==> src/rtl/ivt_pkg.sv <==
package ivt_pkg;

    typedef enum logic [1:0] {
        ST_IDLE = 2'd0,
        ST_RUN  = 2'd1,
        ST_PARK = 2'd2
    } run_state_e;

    localparam logic [1:0] A_CNT_LO = 2'd0;
    localparam logic [1:0] A_CNT_HI = 2'd1;
    localparam logic [1:0] A_CTRL   = 2'd2;

    localparam int B_START   = 0;
    localparam int B_PORT_EN = 1;
    localparam int B_TOGGLE  = 2;
    localparam int B_ONESHOT = 3;
    localparam int B_FORCE   = 4;
    localparam int B_SRC     = 5;

endpackage

==> src/rtl/ivt_latch.sv <==
module ivt_latch #(
    parameter int BYTE_W = 8,
    localparam int CNT_W = 2 * BYTE_W
) (
    input  logic              clk,
    input  logic              rst_n,
    input  logic              wr_lo,
    input  logic              wr_hi,
    input  logic [BYTE_W-1:0] wdata,
    output logic [CNT_W-1:0]  latch_q,
    output logic [CNT_W-1:0]  hi_val
);

    // value the latch takes on a high-byte write
    assign hi_val = {wdata, latch_q[BYTE_W-1:0]};

    always_ff @(posedge clk or negedge rst_n) begin
        if (!rst_n) begin
            latch_q <= '0;
        end else if (wr_lo) begin
            latch_q[BYTE_W-1:0] <= wdata;
        end else if (wr_hi) begin
            latch_q[CNT_W-1:BYTE_W] <= wdata;
        end
    end

endmodule

==> src/rtl/ivt_seq.sv <==
module ivt_seq
    import ivt_pkg::*;
#(
    parameter int SRC_W  = 1,
    parameter int BYTE_W = 8
) (
    input  logic              clk,
    input  logic              rst_n,
    input  logic              ctrl_wr,
    input  logic [BYTE_W-1:0] wdata,
    input  logic              underflow,
    output run_state_e        state,
    output logic [BYTE_W-1:0] ctrl_q,
    output logic              run_en,
    output logic              start_edge,
    output logic              force_ld
);

    localparam logic [BYTE_W-1:0] KEEP_MASK =
        ~((BYTE_W'(1) << B_START) | (BYTE_W'(1) << B_FORCE));

    run_state_e        state_q, state_d;
    logic [BYTE_W-1:0] rest_q;
    logic              src_clk_w;

    assign src_clk_w = (wdata[B_SRC +: SRC_W] == '0);

    // next-state logic
    always_comb begin
        state_d = state_q;
        unique case (state_q)
            ST_IDLE: begin
                if (ctrl_wr && wdata[B_START]) begin
                    state_d = src_clk_w ? ST_RUN : ST_PARK;   // start-write
                end
            end
            ST_RUN: begin
                if (ctrl_wr) begin
                    if (!wdata[B_START])  state_d = ST_IDLE;  // stop-write
                    else if (!src_clk_w)  state_d = ST_PARK;  // source-write
                end else if (underflow && rest_q[B_ONESHOT]) begin
                    state_d = ST_IDLE;                        // one-shot-expire
                end
            end
            ST_PARK: begin
                if (ctrl_wr) begin
                    if (!wdata[B_START])  state_d = ST_IDLE;  // stop-write
                    else if (src_clk_w)   state_d = ST_RUN;   // source-write
                end
            end
            default: state_d = ST_IDLE;
        endcase
    end

    // state register
    always_ff @(posedge clk or negedge rst_n) begin
        if (!rst_n) state_q <= ST_IDLE;
        else        state_q <= state_d;
    end

    // stored control bits other than start and force-load
    always_ff @(posedge clk or negedge rst_n) begin
        if (!rst_n)       rest_q <= '0;
        else if (ctrl_wr) rest_q <= wdata & KEEP_MASK;
    end

    // outputs
    always_comb begin
        state      = state_q;
        run_en     = (state_q == ST_RUN);
        start_edge = ctrl_wr && wdata[B_START] && (state_q == ST_IDLE);
        force_ld   = ctrl_wr && wdata[B_FORCE];
        ctrl_q     = rest_q;
        ctrl_q[B_START] = (state_q != ST_IDLE);
    end

endmodule

==> src/rtl/ivt_counter.sv <==
module ivt_counter #(
    parameter int CNT_W = 16
) (
    input  logic             clk,
    input  logic             rst_n,
    input  logic             run_en,
    input  logic             ctrl_wr,
    input  logic             load,
    input  logic [CNT_W-1:0] load_val,
    input  logic [CNT_W-1:0] latch_q,
    output logic [CNT_W-1:0] cnt_q,
    output logic             tick,
    output logic             underflow
);

    // a control write cycle suspends counting
    assign tick      = run_en && !ctrl_wr;
    assign underflow = tick && (cnt_q == '0);

    always_ff @(posedge clk or negedge rst_n) begin
        if (!rst_n) begin
            cnt_q <= '0;
        end else if (load) begin
            cnt_q <= load_val;
        end else if (underflow) begin
            cnt_q <= latch_q;
        end else if (tick) begin
            cnt_q <= cnt_q - CNT_W'(1);
        end
    end

endmodule

==> src/rtl/ivt_outgen.sv <==
module ivt_outgen (
    input  logic clk,
    input  logic rst_n,
    input  logic underflow,
    input  logic start_edge,
    input  logic port_en,
    input  logic toggle_mode,
    input  logic port_in,
    output logic port_out,
    output logic irq_req
);

    logic tog_q;
    logic pulse_q;

    always_ff @(posedge clk or negedge rst_n) begin
        if (!rst_n) begin
            tog_q   <= 1'b0;
            pulse_q <= 1'b0;
        end else begin
            pulse_q <= underflow;
            if (start_edge)     tog_q <= 1'b1;
            else if (underflow) tog_q <= ~tog_q;
        end
    end

    assign irq_req  = pulse_q;
    assign port_out = port_en ? (toggle_mode ? tog_q : pulse_q) : port_in;

endmodule

==> src/rtl/ivt_timer.sv <==
module ivt_timer
    import ivt_pkg::*;
#(
    parameter int SRC_W  = 1,
    parameter int BYTE_W = 8
) (
    input  logic              clk,
    input  logic              rst_n,
    input  logic              bus_wr,
    input  logic [1:0]        bus_addr,
    input  logic [BYTE_W-1:0] bus_wdata,
    output logic [BYTE_W-1:0] bus_rdata,
    input  logic              port_in,
    output logic              port_out,
    output logic              irq_req
);

    localparam int CNT_W = 2 * BYTE_W;

    logic              wr_lo, wr_hi, ctrl_wr;
    logic [CNT_W-1:0]  latch_q, hi_val, cnt_q, load_val;
    logic [BYTE_W-1:0] ctrl_q;
    logic              run_en, start_edge, force_ld, tick, underflow;
    logic              hi_load, load;
    run_state_e        st;

    assign wr_lo   = bus_wr && (bus_addr == A_CNT_LO);
    assign wr_hi   = bus_wr && (bus_addr == A_CNT_HI);
    assign ctrl_wr = bus_wr && (bus_addr == A_CTRL);

    ivt_latch #(.BYTE_W(BYTE_W)) u_latch (
        .clk     (clk),
        .rst_n   (rst_n),
        .wr_lo   (wr_lo),
        .wr_hi   (wr_hi),
        .wdata   (bus_wdata),
        .latch_q (latch_q),
        .hi_val  (hi_val)
    );

    ivt_seq #(.SRC_W(SRC_W), .BYTE_W(BYTE_W)) u_seq (
        .clk        (clk),
        .rst_n      (rst_n),
        .ctrl_wr    (ctrl_wr),
        .wdata      (bus_wdata),
        .underflow  (underflow),
        .state      (st),
        .ctrl_q     (ctrl_q),
        .run_en     (run_en),
        .start_edge (start_edge),
        .force_ld   (force_ld)
    );

    // high-byte write loads only while stopped; control loads use the old latch
    assign hi_load  = wr_hi && (st == ST_IDLE);
    assign load     = hi_load || start_edge || force_ld;
    assign load_val = hi_load ? hi_val : latch_q;

    ivt_counter #(.CNT_W(CNT_W)) u_cnt (
        .clk       (clk),
        .rst_n     (rst_n),
        .run_en    (run_en),
        .ctrl_wr   (ctrl_wr),
        .load      (load),
        .load_val  (load_val),
        .latch_q   (latch_q),
        .cnt_q     (cnt_q),
        .tick      (tick),
        .underflow (underflow)
    );

    ivt_outgen u_out (
        .clk         (clk),
        .rst_n       (rst_n),
        .underflow   (underflow),
        .start_edge  (start_edge),
        .port_en     (ctrl_q[B_PORT_EN]),
        .toggle_mode (ctrl_q[B_TOGGLE]),
        .port_in     (port_in),
        .port_out    (port_out),
        .irq_req     (irq_req)
    );

    always_comb begin
        unique case (bus_addr)
            A_CNT_LO: bus_rdata = cnt_q[BYTE_W-1:0];
            A_CNT_HI: bus_rdata = cnt_q[CNT_W-1:BYTE_W];
            A_CTRL:   bus_rdata = ctrl_q;
            default:  bus_rdata = '0;
        endcase
    end

endmodule

==> config.mk <==
export PLATFORM = sky130hd
export DESIGN_NAME = ivt_timer
export DESIGN_NICKNAME = d
export VERILOG_FILES = /design/src/rtl/ivt_pkg.sv /design/src/rtl/ivt_latch.sv /design/src/rtl/ivt_seq.sv /design/src/rtl/ivt_counter.sv /design/src/rtl/ivt_outgen.sv /design/src/rtl/ivt_timer.sv
export SDC_FILE = /design/constraint.sdc
export NUM_CORES = 1
export LEC_CHECK = 0
export CAP_MARGIN = 20
export CORE_ASPECT_RATIO = 1.5
export CORE_MARGIN = 1.5
export CORE_UTILIZATION = 40
export CTS_CLUSTER_DIAMETER = 120
export DETAILED_ROUTE_END_ITERATION = 10
export GPL_TIMING_DRIVEN = 0
export PLACE_DENSITY = 0.65
export SYNTH_ARGS = -nofsm -noshare
export SYNTH_HDL_FRONTEND = slang
export SYNTH_HIERARCHICAL = 1
export SYNTH_SLANG_ARGS = --single-unit
==> constraint.sdc <==
create_clock -name clk -period 3 [get_ports clk]
set_input_delay 0.3 -clock clk [delete_from_list [all_inputs] [get_ports clk]]
set_output_delay 0.3 -clock clk [all_outputs]
set_load 0.05 [all_outputs]
==> summary.md <==
| Metric | Value |
|---|---|
| I/O pin cnt | `24` |
| Synth Cell Area | `~3000 µm²` |
| Clock Latency Late Sink | `0.30 ns` |
| Fraction of the cycle the final worst path needs | `a little over 90%` |
| Number of cell rows | `38` |
| Max Cap Viol | `0` |
| CP Depth | `11` |
| Share of layout cells above drive strength 1 | `27.1%` |
| Via count | `2239` |
| Status | `completed` |
| Post-synth ARST share | `100%` |
| Remaining antenna violation count after routing | `0` |
| Arr. time, crit path | `slightly below 3 ns` |
| Area grow syn2layout | `15.3%` |
| Worst-Margin Slew | `approximately 0.55 ns` |
| Leak | `between 1.5 and 2 nW` |
| Yosys Warn Count | `6` |
| Post-Place Cells | `roughly 430` |
| Grt met3 use | `3.14%` |
| Final WS setup | `roughly 0.24 ns` |
| Die area | `about 8000 µm²` |
| Drt wl/cell | `around 17 µm` |
| Antenna fix cells | `0` |
| DR iter-0 viols | `between 100 and 150` |
| Fin crit period | `between 2 and 3 ns` |
| CP Launch Type | `primary input` |
| DR pass1 iterations | `4` |
| WS Path Type | `primary input to flip-flop` |
| Overall Global Routing Usage | `between 20% and 30%` |
| Critical path startpoint | `bus_addr[0]` |
| Worst slew margin relative to its limit | `63.5%` |
| CP required | `3.21 ns` |
| Antenna violations before repair | `0` |
| Syn_nets | `between 300 and 400` |
| Final wirelength | `approximately 7400 µm` |
| Sequential fraction of the synthesis area | `35.2%` |
| Flops & latches, synth | `42` |
| Clock transition at the registers of the reported paths | `0.09 ns` |
| Netlist cell types | `roughly 50` |
| Pre-CTS WS | `-0.288 ns` |
| Setup violations, final | `0` |
| DR vias/cell | `between 5 and 6` |
| Grt ovf | `0` |
| Synth Flop Type | `dfrtp_1` |
| Reg2Reg Depth | `8` |
| Cell Count, Final, Fillers Out | `approximately 430` |
| Crit Path Max Fanout | `10` |
| WP buf/inv | `4` |
| Die Ht | `roughly 110 µm` |
| Post-DP HPWL | `between 5000 and 6000 µm` |
| CTS Buf Count | `5` |
| Met2 Use GR | `between 30% and 40%` |
| Most common cell on crit path | `nor2_1` |
| EDFF count, synth | `0` |
| Final Max Slew Viols | `0` |
| Post-synthesis cell count | `between 300 and 400` |
| Slowest CP cell | `clkdlybuf4s50_1` |
| IO Port Bufs | `23` |
| PwrDens | `about 740 nW/µm²` |
| Vias in the first global route | `2288` |
| Crit end category | `flip-flop` |
| Top delay family on crit path | `buffers and inverters` |
| Post-layout util | `a little under half` |
| Fillcell total | `between 700 and 800` |
| Placed inst area | `~3400 µm²` |
| Clock sinks | `42` |
| Met1 usage | `25.9%` |
| Detailed-route DRC error count | `0` |
| Commonest non-fill, non-tap cell in the layout | `nand2_1` |
| Busiest layer in global routing | `met2` |
| RSZ-0062 raised after global routing | `no` |
| CTS tree | `built` |
| H-tree Lvls | `2` |
| VDD IR max | `between 0.4 and 0.5 mV` |
| Clock buffer depth | `2` |
| Hold Slack | `about 0.37 ns` |
| Most frequent cells in the layout | `nand2_1 (43), dfrtp_1 (42), mux2_4 (23), clkdlybuf4s50_1 (22), o21ai_0 (19)` |
| Die Span X | `between 70 and 80 µm` |
| Initial Utilization | `about two fifths` |
| CTS root buf | `clkbuf_8` |
| Hold Path Class | `primary input to async pin` |
| Nets | `about 350` |
| Worst Skew | `roughly 0.009 ns` |
| F_max | `362 MHz` |
| GPL Wtd Cong | `0.930` |
| First-pass GRT wire length | `between 10000 and 15000 µm` |
| Design area | `approximately 3400 µm²` |
| Largest net degree at the start of global routing | `38` |
| Core Area | `7230 µm²` |
| CP max stage delay | `a little under 0.5 ns` |
| Worst r2r src | `u_seq/state[1]` |
| Final Hold Vio Count | `0` |
| Average size of a mapped cell | `just under 10 µm²` |
| Crit-path cells | `clkdlybuf4s50_1 > clkbuf_1 > nor2_1 > buf_6 > and2_1 > nor2_1 > nand2_1 > nor2_2 > buf_2 > a31oi_1 > o31ai_1` |
-- metal layers --
| metal | wire length (µm) | part of all wire [%] | vias up |
|---|---|---|---|
| li1 | - | - | 1095 |
| met1 | 3200 | 43 | 1077 |
| met2 | 3830 | 52 | 54 |
| met3 | 232 | 3.1 | 13 |
| met4 | 176 | 2.4 | 0 |
| met5 | 0 | 0 | - |
-- cells in the mapped netlist, types with 3 or more instances --
cell type / count / area [µm²]
a21oi_1: 11 / 55.1
nand3_1: 5 / 25.0
o21ai_2: 7 / 61.3
xor2_1: 10 / 87.6
nand2b_1: 3 / 18.8
buf_6: 5 / 56.3
buf_2: 3 / 15.0
xnor2_1: 3 / 26.3
mux2_1: 7 / 78.8
nor2_1: 18 / 67.6
buf_4: 18 / 135
a31oi_1: 9 / 56.3
inv_1: 4 / 15.0
clkbuf_1: 6 / 22.5
mux2i_1: 14 / 140
mux2_2: 8 / 90.1
nor4_2: 3 / 37.5
or3_1: 3 / 18.8
o21ai_0: 19 / 95.1
mux2_4: 23 / 345
dfrtp_1: 42 / 1050
nand2_1: 43 / 161
-- what timing repair did --
item / 4_1_cts / 5_1_grt
endpoints found under the setup margin: 0 / 15
gates resized for setup: 0 / 6
hold buffers: 1 / 0
hold endpoints to repair: 5 / 0
setup buffers: 0 / 0
-- registers in the layout (all words and copies together), names as in the netlist --
register / count
u_cnt/cnt_q: 16
u_latch/latch_q: 16
u_out/irq_req: 1
u_out/tog_q: 1
u_seq/rest_q: 6
u_seq/state: 2
-- power breakdown --
| part | total, mW | internal [mW] | switching (mW) |
|---|---|---|---|
| Combinational | 1.19 | 0.561 | 0.633 |
| Clock | 0.359 | 0.161 | 0.198 |
| Sequential | 0.997 | 0.738 | 0.260 |
-- per-stage QoR --
| stage | TNS, ns | total power, mW |
|---|---|---|
| after global placement | -1.65 | 2.16 |
| after detailed placement | -2.52 | 2.19 |
| final | 0 | 2.55 |
| after CTS | 0 | 2.55 |
| after floorplan | 0 | 1.86 |
| after global routing | 0 | 2.72 |
-- cell type report --
type	count	area, µm²	area share, %
clock buffers	7	76.3	2.22
plain buffers	33	248	7.20
repair buffers	25	255	7.42
flip-flops and latches	42	1050	30.5
well taps	100	125	3.64
inverters	6	23.8	0.691
multi-input cells	219	1660	48.3
-- final timing paths --
kind                                           end  slack (ns)
worst max-delay path                u_cnt/cnt_q[8]        0.24
worst min-delay path            u_latch/latch_q[1]        0.37
worst max register to register     u_cnt/cnt_q[15]        0.72
worst min register to register      u_seq/state[0]        0.52
max in group asynchronous       u_latch/latch_q[5]        2.19
min in group clk                    u_seq/state[0]        0.52
-- kinds of logic after synthesis --
logic type / Yosys count / synth area share, %
buf+inv: 40 / 9.09
flops: 42 / 35.2
mux: 52 / 21.9
compound gates: 55 / 11.7
other cells: 1 / 0.126
xor+xnor: 13 / 3.81
simple gates: 96 / 17.3
fa+ha+maj: 2 / 0.838
-- worst register-to-register path, stage by stage (launching register included) --
cell	delay, ns
dfrtp_1	0.43
or3_1	0.40
buf_6	0.16
buf_6	0.17
nand2_1	0.26
clkbuf_2	0.30
o21ai_0	0.13
a31oi_1	0.25
o21ai_2	0.08
Note: power is estimated with default switching activity, not from simulation.
